**src/rtl/buzzer_pkg.sv**
```systemverilog
package buzzer_pkg;

    localparam int KEY_COUNT   = 8;
    localparam int WINDOW_SECS = 12;
    localparam int COUNT_W     = 8;
    localparam int ID_W        = 4;

    typedef enum logic [1:0] {
        RS_IDLE    = 2'd0,
        RS_ARMED   = 2'd1,
        RS_WON     = 2'd2,
        RS_EXPIRED = 2'd3
    } round_state_e;

    // Result of the priority pick over the synchronized buttons.
    typedef struct packed {
        logic            hit;
        logic [ID_W-1:0] num;
    } pick_t;

    // Contestant number for a button index (bit 0 is contestant 1).
    function automatic logic [ID_W-1:0] index_to_num(input int idx);
        return ID_W'(idx + 1);
    endfunction

endpackage

```
**src/rtl/key_sync.sv**
```systemverilog
module key_sync #(
    parameter int WIDTH  = 8,
    parameter int STAGES = 2
) (
    input  logic             clk,
    input  logic             clr_n,
    input  logic [WIDTH-1:0] raw,
    output logic [WIDTH-1:0] synced
);

    logic [WIDTH-1:0] stage_q [STAGES];

    genvar s;
    generate
        for (s = 0; s < STAGES; s++) begin : g_stage
            if (s == 0) begin : g_first
                always_ff @(posedge clk) begin
                    if (!clr_n) stage_q[0] <= '0;
                    else        stage_q[0] <= raw;
                end
            end else begin : g_next
                always_ff @(posedge clk) begin
                    if (!clr_n) stage_q[s] <= '0;
                    else        stage_q[s] <= stage_q[s-1];
                end
            end
        end
    endgenerate

    assign synced = stage_q[STAGES-1];

endmodule

```
**src/rtl/pick_first.sv**
```systemverilog
module pick_first
    import buzzer_pkg::*;
#(
    parameter int WIDTH = KEY_COUNT
) (
    input  logic [WIDTH-1:0] req,
    output pick_t            pick
);

    // Scan from the top down so the lowest index is assigned last and wins.
    always_comb begin
        pick.hit = 1'b0;
        pick.num = '0;
        for (int i = WIDTH - 1; i >= 0; i--) begin
            if (req[i]) begin
                pick.hit = 1'b1;
                pick.num = index_to_num(i);
            end
        end
    end

endmodule

```
**src/rtl/round_fsm.sv**
```systemverilog
module round_fsm
    import buzzer_pkg::*;
#(
    parameter int WINDOW = WINDOW_SECS,
    parameter int CW     = COUNT_W
) (
    input  logic            clk,
    input  logic            clr_n,
    input  logic            sec_tick,
    input  logic            start,
    input  pick_t           pick,
    output logic [ID_W-1:0] winner,
    output logic [CW-1:0]   count,
    output logic            alarm
);

    localparam logic [CW-1:0] LOAD_VAL = CW'(WINDOW);
    localparam logic [CW-1:0] LAST_SEC = CW'(1);

    round_state_e    st_q, st_d;
    logic [ID_W-1:0] win_q, win_d;
    logic [CW-1:0]   cnt_q, cnt_d;
    logic            alm_q, alm_d;

    always_comb begin
        st_d  = st_q;
        win_d = win_q;
        cnt_d = cnt_q;
        alm_d = alm_q;
        unique case (st_q)
            RS_IDLE: begin
                if (start) begin
                    st_d  = RS_ARMED;
                    cnt_d = LOAD_VAL;
                end
            end
            RS_ARMED: begin
                // A press takes priority over a tick in the same cycle.
                if (pick.hit) begin
                    st_d  = RS_WON;
                    win_d = pick.num;
                end else if (sec_tick) begin
                    cnt_d = cnt_q - LAST_SEC;
                    if (cnt_q <= LAST_SEC) begin
                        st_d  = RS_EXPIRED;
                        cnt_d = '0;
                        alm_d = 1'b1;
                    end
                end
            end
            RS_WON:     ;
            RS_EXPIRED: ;
            default:    st_d = RS_IDLE;
        endcase
    end

    always_ff @(posedge clk) begin
        if (!clr_n) begin
            st_q  <= RS_IDLE;
            win_q <= '0;
            cnt_q <= '0;
            alm_q <= 1'b0;
        end else begin
            st_q  <= st_d;
            win_q <= win_d;
            cnt_q <= cnt_d;
            alm_q <= alm_d;
        end
    end

    assign winner = win_q;
    assign count  = cnt_q;
    assign alarm  = alm_q;

endmodule

```
**src/rtl/buzzer_arbiter.sv**
```systemverilog
module buzzer_arbiter
    import buzzer_pkg::*;
#(
    parameter int NUM_KEYS  = KEY_COUNT,
    parameter int WIN_SECS  = WINDOW_SECS,
    parameter int CNT_W     = COUNT_W,
    parameter int SYNC_DEPTH = 2
) (
    input  logic                clk,
    input  logic                host_clr_n,
    input  logic                sec_tick,
    input  logic                start,
    input  logic [NUM_KEYS-1:0] keys,
    output logic [ID_W-1:0]     winner_id,
    output logic [CNT_W-1:0]    secs_left,
    output logic                alarm
);

    logic [NUM_KEYS-1:0] keys_s;
    pick_t               pick;

    key_sync #(
        .WIDTH (NUM_KEYS),
        .STAGES(SYNC_DEPTH)
    ) u_sync (
        .clk   (clk),
        .clr_n (host_clr_n),
        .raw   (keys),
        .synced(keys_s)
    );

    pick_first #(
        .WIDTH(NUM_KEYS)
    ) u_pick (
        .req (keys_s),
        .pick(pick)
    );

    round_fsm #(
        .WINDOW(WIN_SECS),
        .CW    (CNT_W)
    ) u_fsm (
        .clk     (clk),
        .clr_n   (host_clr_n),
        .sec_tick(sec_tick),
        .start   (start),
        .pick    (pick),
        .winner  (winner_id),
        .count   (secs_left),
        .alarm   (alarm)
    );

endmodule

```
**config.mk**
```make
export PLATFORM = sky130hd
export DESIGN_NAME = buzzer_arbiter
export DESIGN_NICKNAME = d
export VERILOG_FILES = /design/src/rtl/buzzer_pkg.sv /design/src/rtl/key_sync.sv /design/src/rtl/pick_first.sv /design/src/rtl/round_fsm.sv /design/src/rtl/buzzer_arbiter.sv
export SDC_FILE = /design/constraint.sdc
export NUM_CORES = 1
export LEC_CHECK = 0
export BUFFER_PORTS_ARGS = -buffer_cell sky130_fd_sc_hd__clkbuf_2
export CAP_MARGIN = 0
export CORE_MARGIN = 2
export CORE_UTILIZATION = 48
export DETAILED_ROUTE_END_ITERATION = 10
export HOLD_SLACK_MARGIN = 0.15
export PLACE_DENSITY = 0.8
export SETUP_SLACK_MARGIN = 0.2
export SYNTH_ARGS = -nofsm -noshare
export SYNTH_HDL_FRONTEND = slang
export SYNTH_SLANG_ARGS = --single-unit
```
**constraint.sdc**
```tcl
create_clock -name clk -period 1.95 [get_ports clk]
set_clock_uncertainty 0.2 [all_clocks]
set_input_delay 0.39 -clock clk [delete_from_list [all_inputs] [get_ports clk]]
set_output_delay 0.39 -clock clk [all_outputs]
set_load 0.03 [all_outputs]
```
==> reports/results.txt, run 1 <==
P&R area growth vs syn = 39.1%
CP Class = reg -> reg
post-synth top area share = 47.0%
CP arrival = 2.02 ns
Crit. End Element = flop
Synth Flop Type = dfxtp_1
Mapped Area = 1320 um2
final period demand of the worst path = 1.99 ns
P_leak = 0.780 nW
Post-DP Area = 1550 um2
Initial Util = 49.1%
DR pass1 iterations = 4
Post-Synth Simple-Gate Area = 27.0%
Core Region = 2690 um2
fin cells = 219
clock sink total = 31
post-route setup TNS = -0.151 ns
Worst Tran Pin Value = 0.421 ns
# DRC = 0
power per cell area = 792 nW/um2
final hold vios = 0
Syn Nets = 152
crit-path max FO = 5
Synthesis Warnings = 0
Top-Level Pins = 25
initial antenna violation count = 0
max-slew violations = 0
die span in y = 56.4 um
Post-Synthesis Cells = 138
WL met3 = 157 um
Synth area leader = dfxtp_1
share of layout cells above drive strength 1 = 43.6%
Worst VDD drop = 0.646 mV
Avg Cell Area, Syn = 9.57 um2
max cap viols = 0
final instance area = 1840 um2
Post-synth EDFFs = 0
Critical path origin = u_fsm.count[4]
post-synthesis sequential area ratio = 47.0%
synthesis-stage register bit count = 31
WL met1 = 1310 um
most frequent cells in the layout = 24 x clkbuf_2, 24 x dfxtp_1, 17 x and2_1, 12 x buf_4, 9 x a21oi_1
post-route ant nets = 0
RSZ-0062 raised after global routing = true
1st-iter DRT viols = 21
synth top area cells = dfxtp_1 47%, and2_1 8.1%, a21oi_1 5.3%, nor4_4 3.2%, inv_1 2.3%
dpl cells = 197
clock buffer depth = 2
CTS tree = yes
gr usage total = 20.0%
H-tree depth = 2
largest family of logic cells by synthesized area = simple AND/OR/NAND/NOR gates
Worst slew margin = 71.9%
GP Congestion = 0.824
Place WS = 0.0643 ns
CP Cell Sequence = or4_4, o31ai_4, or3_4, nand2b_4, o31ai_2
reg-to-reg startpoint = u_fsm.count[4]
R2R setup slack = -0.04 ns
Critical Path Slowest Stage Cell = or4_4
post-synth cell types = 39
DP Wirelength = 1890 um
total congestion overflow = 0
XOR/XNOR share of the synthesized area = 0%
slowest stage delay, CP = 0.55 ns
violated checks = setup timing
DIE WIDTH = 56.4 um
vias in the first global route = 1133
Critical Path RT = 1.98 ns
nets@finish = 201
HP Class = reg -> reg
Hold Startpoint = u_sync.stage_q[0][5]
largest net degree at the start of global routing = 30
hold slack = 0.240 ns
compound-cell area share of the yosys netlist = 19.8%
Via Count = 1197
Rows = 19
Max Freq = 503 MHz
Met2 Wirelength = 1630 um
Die ar. = 3190 um2
final worst path period share = 102%
WL final = 3230 um
Clock Pin Slew Worst Setup and Hold Paths = 0.10 ns
n_diodes = 0
later-pin clock latency in the skew report = 0.34 ns
routed len/inst = 14.7 um
# setup viols final = 6
first-pass GRT wire length = 4890 um
Avg Vias per Cell = 5.47
post-synthesis adder-cell area fraction = 1.90%
asr flop ratio synth = 0%
CTS root buf = clkbuf_4
Setup crit start kind = flop
mux cell area share after synthesis = 0.758%
status = finished, violations left
Num CTS Buffers = 5
final setup margin = -0.0369 ns
DR top layer = met4
PortBufs = 24
-- cells in the mapped netlist (2+ instances only) --
| cell | n |
|---|---|
| clkbuf_1 | 3 |
| nor4_4 | 2 |
| ha_1 | 2 |
| o211ai_1 | 4 |
| dfxtp_1 | 31 |
| o21ai_0 | 5 |
| and2_1 | 17 |
| a21oi_1 | 14 |
| o31ai_1 | 2 |
| o21a_1 | 3 |
| nand2_1 | 5 |
| nor3_1 | 5 |
| nor2_1 | 8 |
| nand3_1 | 2 |
| inv_1 | 8 |
| or3_1 | 4 |
-- area by class of cell --
cell class | count | area [um2]
Timing Repair Buffer | 46 | 313
Tap cell | 31 | 38.8
Inverter | 8 | 30.0
Clock inverter | 1 | 6.26
Fill cell | 205 | 851
Multi-Input combinational cell | 95 | 743
Sequential cell | 31 | 639
Clock buffer | 7 | 65.1
-- stage by stage --
| step | utilization [%] | power [mW] |
|---|---|---|
| 6_report | 68.3 | 1.45 |
| 5_1_grt | 68.3 | 1.52 |
| 4_1_cts | 64.6 | 1.40 |
| 3_5_place_dp | 57.7 | 0.953 |
| 3_3_place_gp | 57.7 | 0.946 |
| 2_1_floorplan | - | 0.875 |
-- logic make-up (layout without fill, tap and decap cells) --
kind of cell,Yosys count,after routing
muxes,1,1
AOI/OAI and AO/OA,38,38
buffers and inverters,12,62
adders and majority gates,2,2
DFF,31,31
and+or+nand+nor,54,54
-- critical path: cells and delay by family (launching register included) --
kind               cells  cell delay (ns)
AOI/OAI and AO/OA      2             0.43
DFF                    1             0.35
and+or+nand+nor        3             0.89
-- sequential cells by signal, indices dropped and copies added, names as in the netlist --
name            count
u_fsm.alarm         1
u_fsm.count         8
u_sync.stage_q     16
u_fsm.st_q          2
u_fsm.winner        4
-- per-layer routing --
metal	vias up	GRT usage [%]
li1	585	-
met3	12	8.99
met5	-	0
met4	0	7.82
met2	36	31.9
met1	564	23.4
-- where the power goes --
group,internal [mW],switching (mW),leakage [nW]
registers,0.661,0.0251,0.259
logic,0.141,0.183,0.479
clock network,0.212,0.232,0.0418
-- path summary, 6_finish.rpt --
check,endpoint,depth (start not counted)
setup / recovery,u_fsm.count[5],5
hold reg to reg,u_sync.stage_q[1][5],1
setup reg to reg,u_fsm.count[5],5
hold / removal,u_sync.stage_q[1][5],1
-- repair_timing --
action,4_1_cts,5_1_grt
pin swaps,3,11
gates cloned,0,1
setup endpoints to repair,10,10
hold endpoints to repair,8,0
resized for setup,5,16
hold buffers,8,0
setup buffers,2,3
Note: power is estimated with default switching activity, not from simulation.
==> inputs of run 2 (changes only) <==
--- a/config.mk
+++ b/config.mk
@@ -9,6 +9,7 @@
 export CAP_MARGIN = 0
 export CORE_MARGIN = 2
 export CORE_UTILIZATION = 48
+export CTS_BUF_LIST = sky130_fd_sc_hd__clkbuf_8 sky130_fd_sc_hd__clkbuf_16
 export DETAILED_ROUTE_END_ITERATION = 10
 export HOLD_SLACK_MARGIN = 0.15
 export PLACE_DENSITY = 0.8
==> reports/results.txt, run 2 (synthesis gave the netlist of run 1 again) <==
status = complete, no violations
routed len/inst = 13.0 um (-12%)
CP Class = reg -> reg
Worst slew margin = 78.2% (+6.4 points)
# fillers = 213 (+3.9%)
later-pin clock latency in the skew report = 0.29 ns (-0.05 ns)
most frequent cells in the layout = 24 x clkbuf_2, 24 x dfxtp_1, 17 x and2_1, 14 x a21oi_1, 10 x buf_4
first-pass GRT wire length = 4840 um (-1.0%)
clock buffer depth = 2 (unchanged)
# setup viols final = 0 (-6)
final worst path period share = 98.6% (-3.2 points)
dpl cells = 197 (unchanged)
Reg power frac = 44.7% (-2.5 points)
Setup crit start kind = flop
CTS tree = yes
CP Cell Sequence = or4_4, o31ai_4, a21oi_1, o211ai_1, o31ai_1
Clock Pin Slew Worst Setup and Hold Paths = 0.06 ns (-0.04 ns)
DP Wirelength = 1890 um (unchanged)
clock sink total = 31 (unchanged)
initial antenna violation count = 0 (unchanged)
Critical Path Slowest Stage Cell = or4_4
sw frac = 27.9% (-2.4 points)
Initial Util = 49.1% (unchanged)
largest reg by FF count = u_sync.stage_q
DIE WIDTH = 56.4 um (unchanged)
Die ar. = 3190 um2 (unchanged)
Top-Level Pins = 25 (unchanged)
# DRC = 0 (unchanged)
hold slack = 0.233 ns (-0.00738 ns)
RSZ-0062 raised after global routing = true
Core Region = 2690 um2 (unchanged)
post-route ant nets = 0 (unchanged)
Crit. End Element = flop
n_diodes = 0 (unchanged)
Worst Tran Pin Value = 0.326 ns (-0.0947 ns)
CP arrival = 1.89 ns (-0.13 ns)
fin cells = 215 (-1.8%)
Worst path top cell family by delay = compound AO/OA/AOI/OAI gates
final period demand of the worst path = 1.92 ns (-0.0632 ns)
Worst VDD drop = 0.601 mV (-7.0%)
reg2reg path depth = 5 (unchanged)
Largest register FFs = 16 (unchanged)
Clk network pwr share = 37.0% (+6.5 points)
die span in y = 56.4 um (unchanged)
max cap viols = 0 (unchanged)
total congestion overflow = 0 (unchanged)
1st-iter DRT viols = 42 (+100%)
Int Pwr = 1.11 mW (+9.0%)
P_leak = 0.771 nW (-1.1%)
share of layout cells above drive strength 1 = 37.0% (-6.7 points)
Rows = 19 (unchanged)
slowest stage delay, CP = 0.57 ns (+0.02 ns)
Buf/Inv on CP = 0 (unchanged)
Avg Vias per Cell = 5.40 (-1.1%)
crit-path max FO = 6 (+1)
PortBufs = 24 (unchanged)
HP Class = reg -> reg
Worst Hold Path EP = u_sync.stage_q[1][5]
largest net degree at the start of global routing = 30 (unchanged)
CTS root buf = clkbuf_8
final hold vios = 0 (unchanged)
Max Freq = 520 MHz (+3.3%)
P&R area growth vs syn = 35.5%
vias in the first global route = 1115 (-1.6%)
H-tree depth = 2 (unchanged)
nets@finish = 197 (-2.0%)
Critical Path RT = 1.91 ns (-0.07 ns)
DR pass1 iterations = 4 (unchanged)
max-slew violations = 0 (unchanged)
Comb pwr share = 18.2% (-4.1 points)
R2R setup slack = 0.03 ns (+0.06 ns)
Num CTS Buffers = 5 (unchanged)
power per cell area = 856 nW/um2 (+8.1%)
Hold Startpoint = u_sync.stage_q[0][5]
Via Count = 1162 (-2.9%)
GP Congestion = 0.824 (unchanged)
switching pwr = 427 uW (-3.2%)
gr usage total = 19.7% (-0.29 points)
WL final = 2790 um (-14%)
hold path depth = 1 (unchanged)
RR Endpoint = u_fsm.count[4]
reg-to-reg startpoint = u_fsm.count[7]
[run 2: cell count changes in the layout (fill, tap and decap cells not counted), sizes merged]
cell and delta:
clkdlybuf4s15 -1, buf -3
[run 2: power by group through the flow]
stage               combinational, mW  sequential [mW]  clock, mW
floorplan                       0.153            0.722          0
global placement                0.249            0.697          0
detailed placement              0.253            0.700          0
CTS                             0.271            0.685      0.576
global route                    0.309            0.689      0.599
finish                          0.279            0.685      0.567
[run 2: worst max path at each step]
| stage | cells past startpoint | from | to | slack, ns |
|---|---|---|---|---|
| final | 5 | u_fsm.count[7] | u_fsm.count[4] | 0.03 |
| after global routing | 5 | u_fsm.count[7] | u_fsm.count[5] | -0.05 |
| after CTS | 5 | u_fsm.count[7] | u_fsm.count[2] | 0.07 |
| after detailed placement | 7 | u_fsm.count[0] | u_fsm.count[5] | 0.06 |
| after global placement | 5 | u_fsm.count[7] | u_fsm.count[2] | 0.09 |
| after floorplan | 5 | u_fsm.count[7] | u_fsm.count[2] | 0.08 |
[run 2: metrics by stage]
step           setup TNS, ns  util [%]  setup slack, ns  power, mW  instance area [um2]
2_1_floorplan              0         -           0.0813      0.875                 1350
3_3_place_gp               0      57.7           0.0937      0.946                 1550
3_5_place_dp               0      57.7           0.0643      0.953                 1550
4_1_cts                    0      65.7           0.0675       1.53                 1760
5_1_grt               -0.105      66.6          -0.0454       1.60                 1790
6_report                   0      66.6           0.0264       1.53                 1790
[run 2: final cells by class]
class                      count  area, um2  area share (%)
multi-input combinational     95        703            39.3
inverter                       8       30.0            1.68
clock inverter                 1       6.26           0.350
tap                           31       38.8            2.17
sequential                    31        639            35.7
timing repair buffer          42        275            15.4
clock buffer                   7       96.3            5.38
[run 2: what timing repair did]
item                       in CTS  in global routing
setup buffers                   2                  0
pin swaps                       4                  3
hold endpoints to repair        8                  0
resized for setup               4                  5
setup endpoints to repair      10                 10
hold buffers                    8                  0
[run 2: routing by layer]
metal | GRT usage [%] | wire length [um] | share of wire, % | up-vias
li1 | - | - | - | 580
met1 | 23.7 | 1220 | 44 | 538
met2 | 31.1 | 1350 | 48 | 38
met3 | 6.91 | 170 | 6.1 | 6
met4 | 9.86 | 53 | 1.9 | 0
met5 | 0 | 0 | 0 | -
[run 2: worst reg2reg max path: cells and delay by family (launching register included)]
family / cells / cell delay, ns
simple gates: 1 / 0.57
flops: 1 / 0.34
compound gates: 4 / 0.70
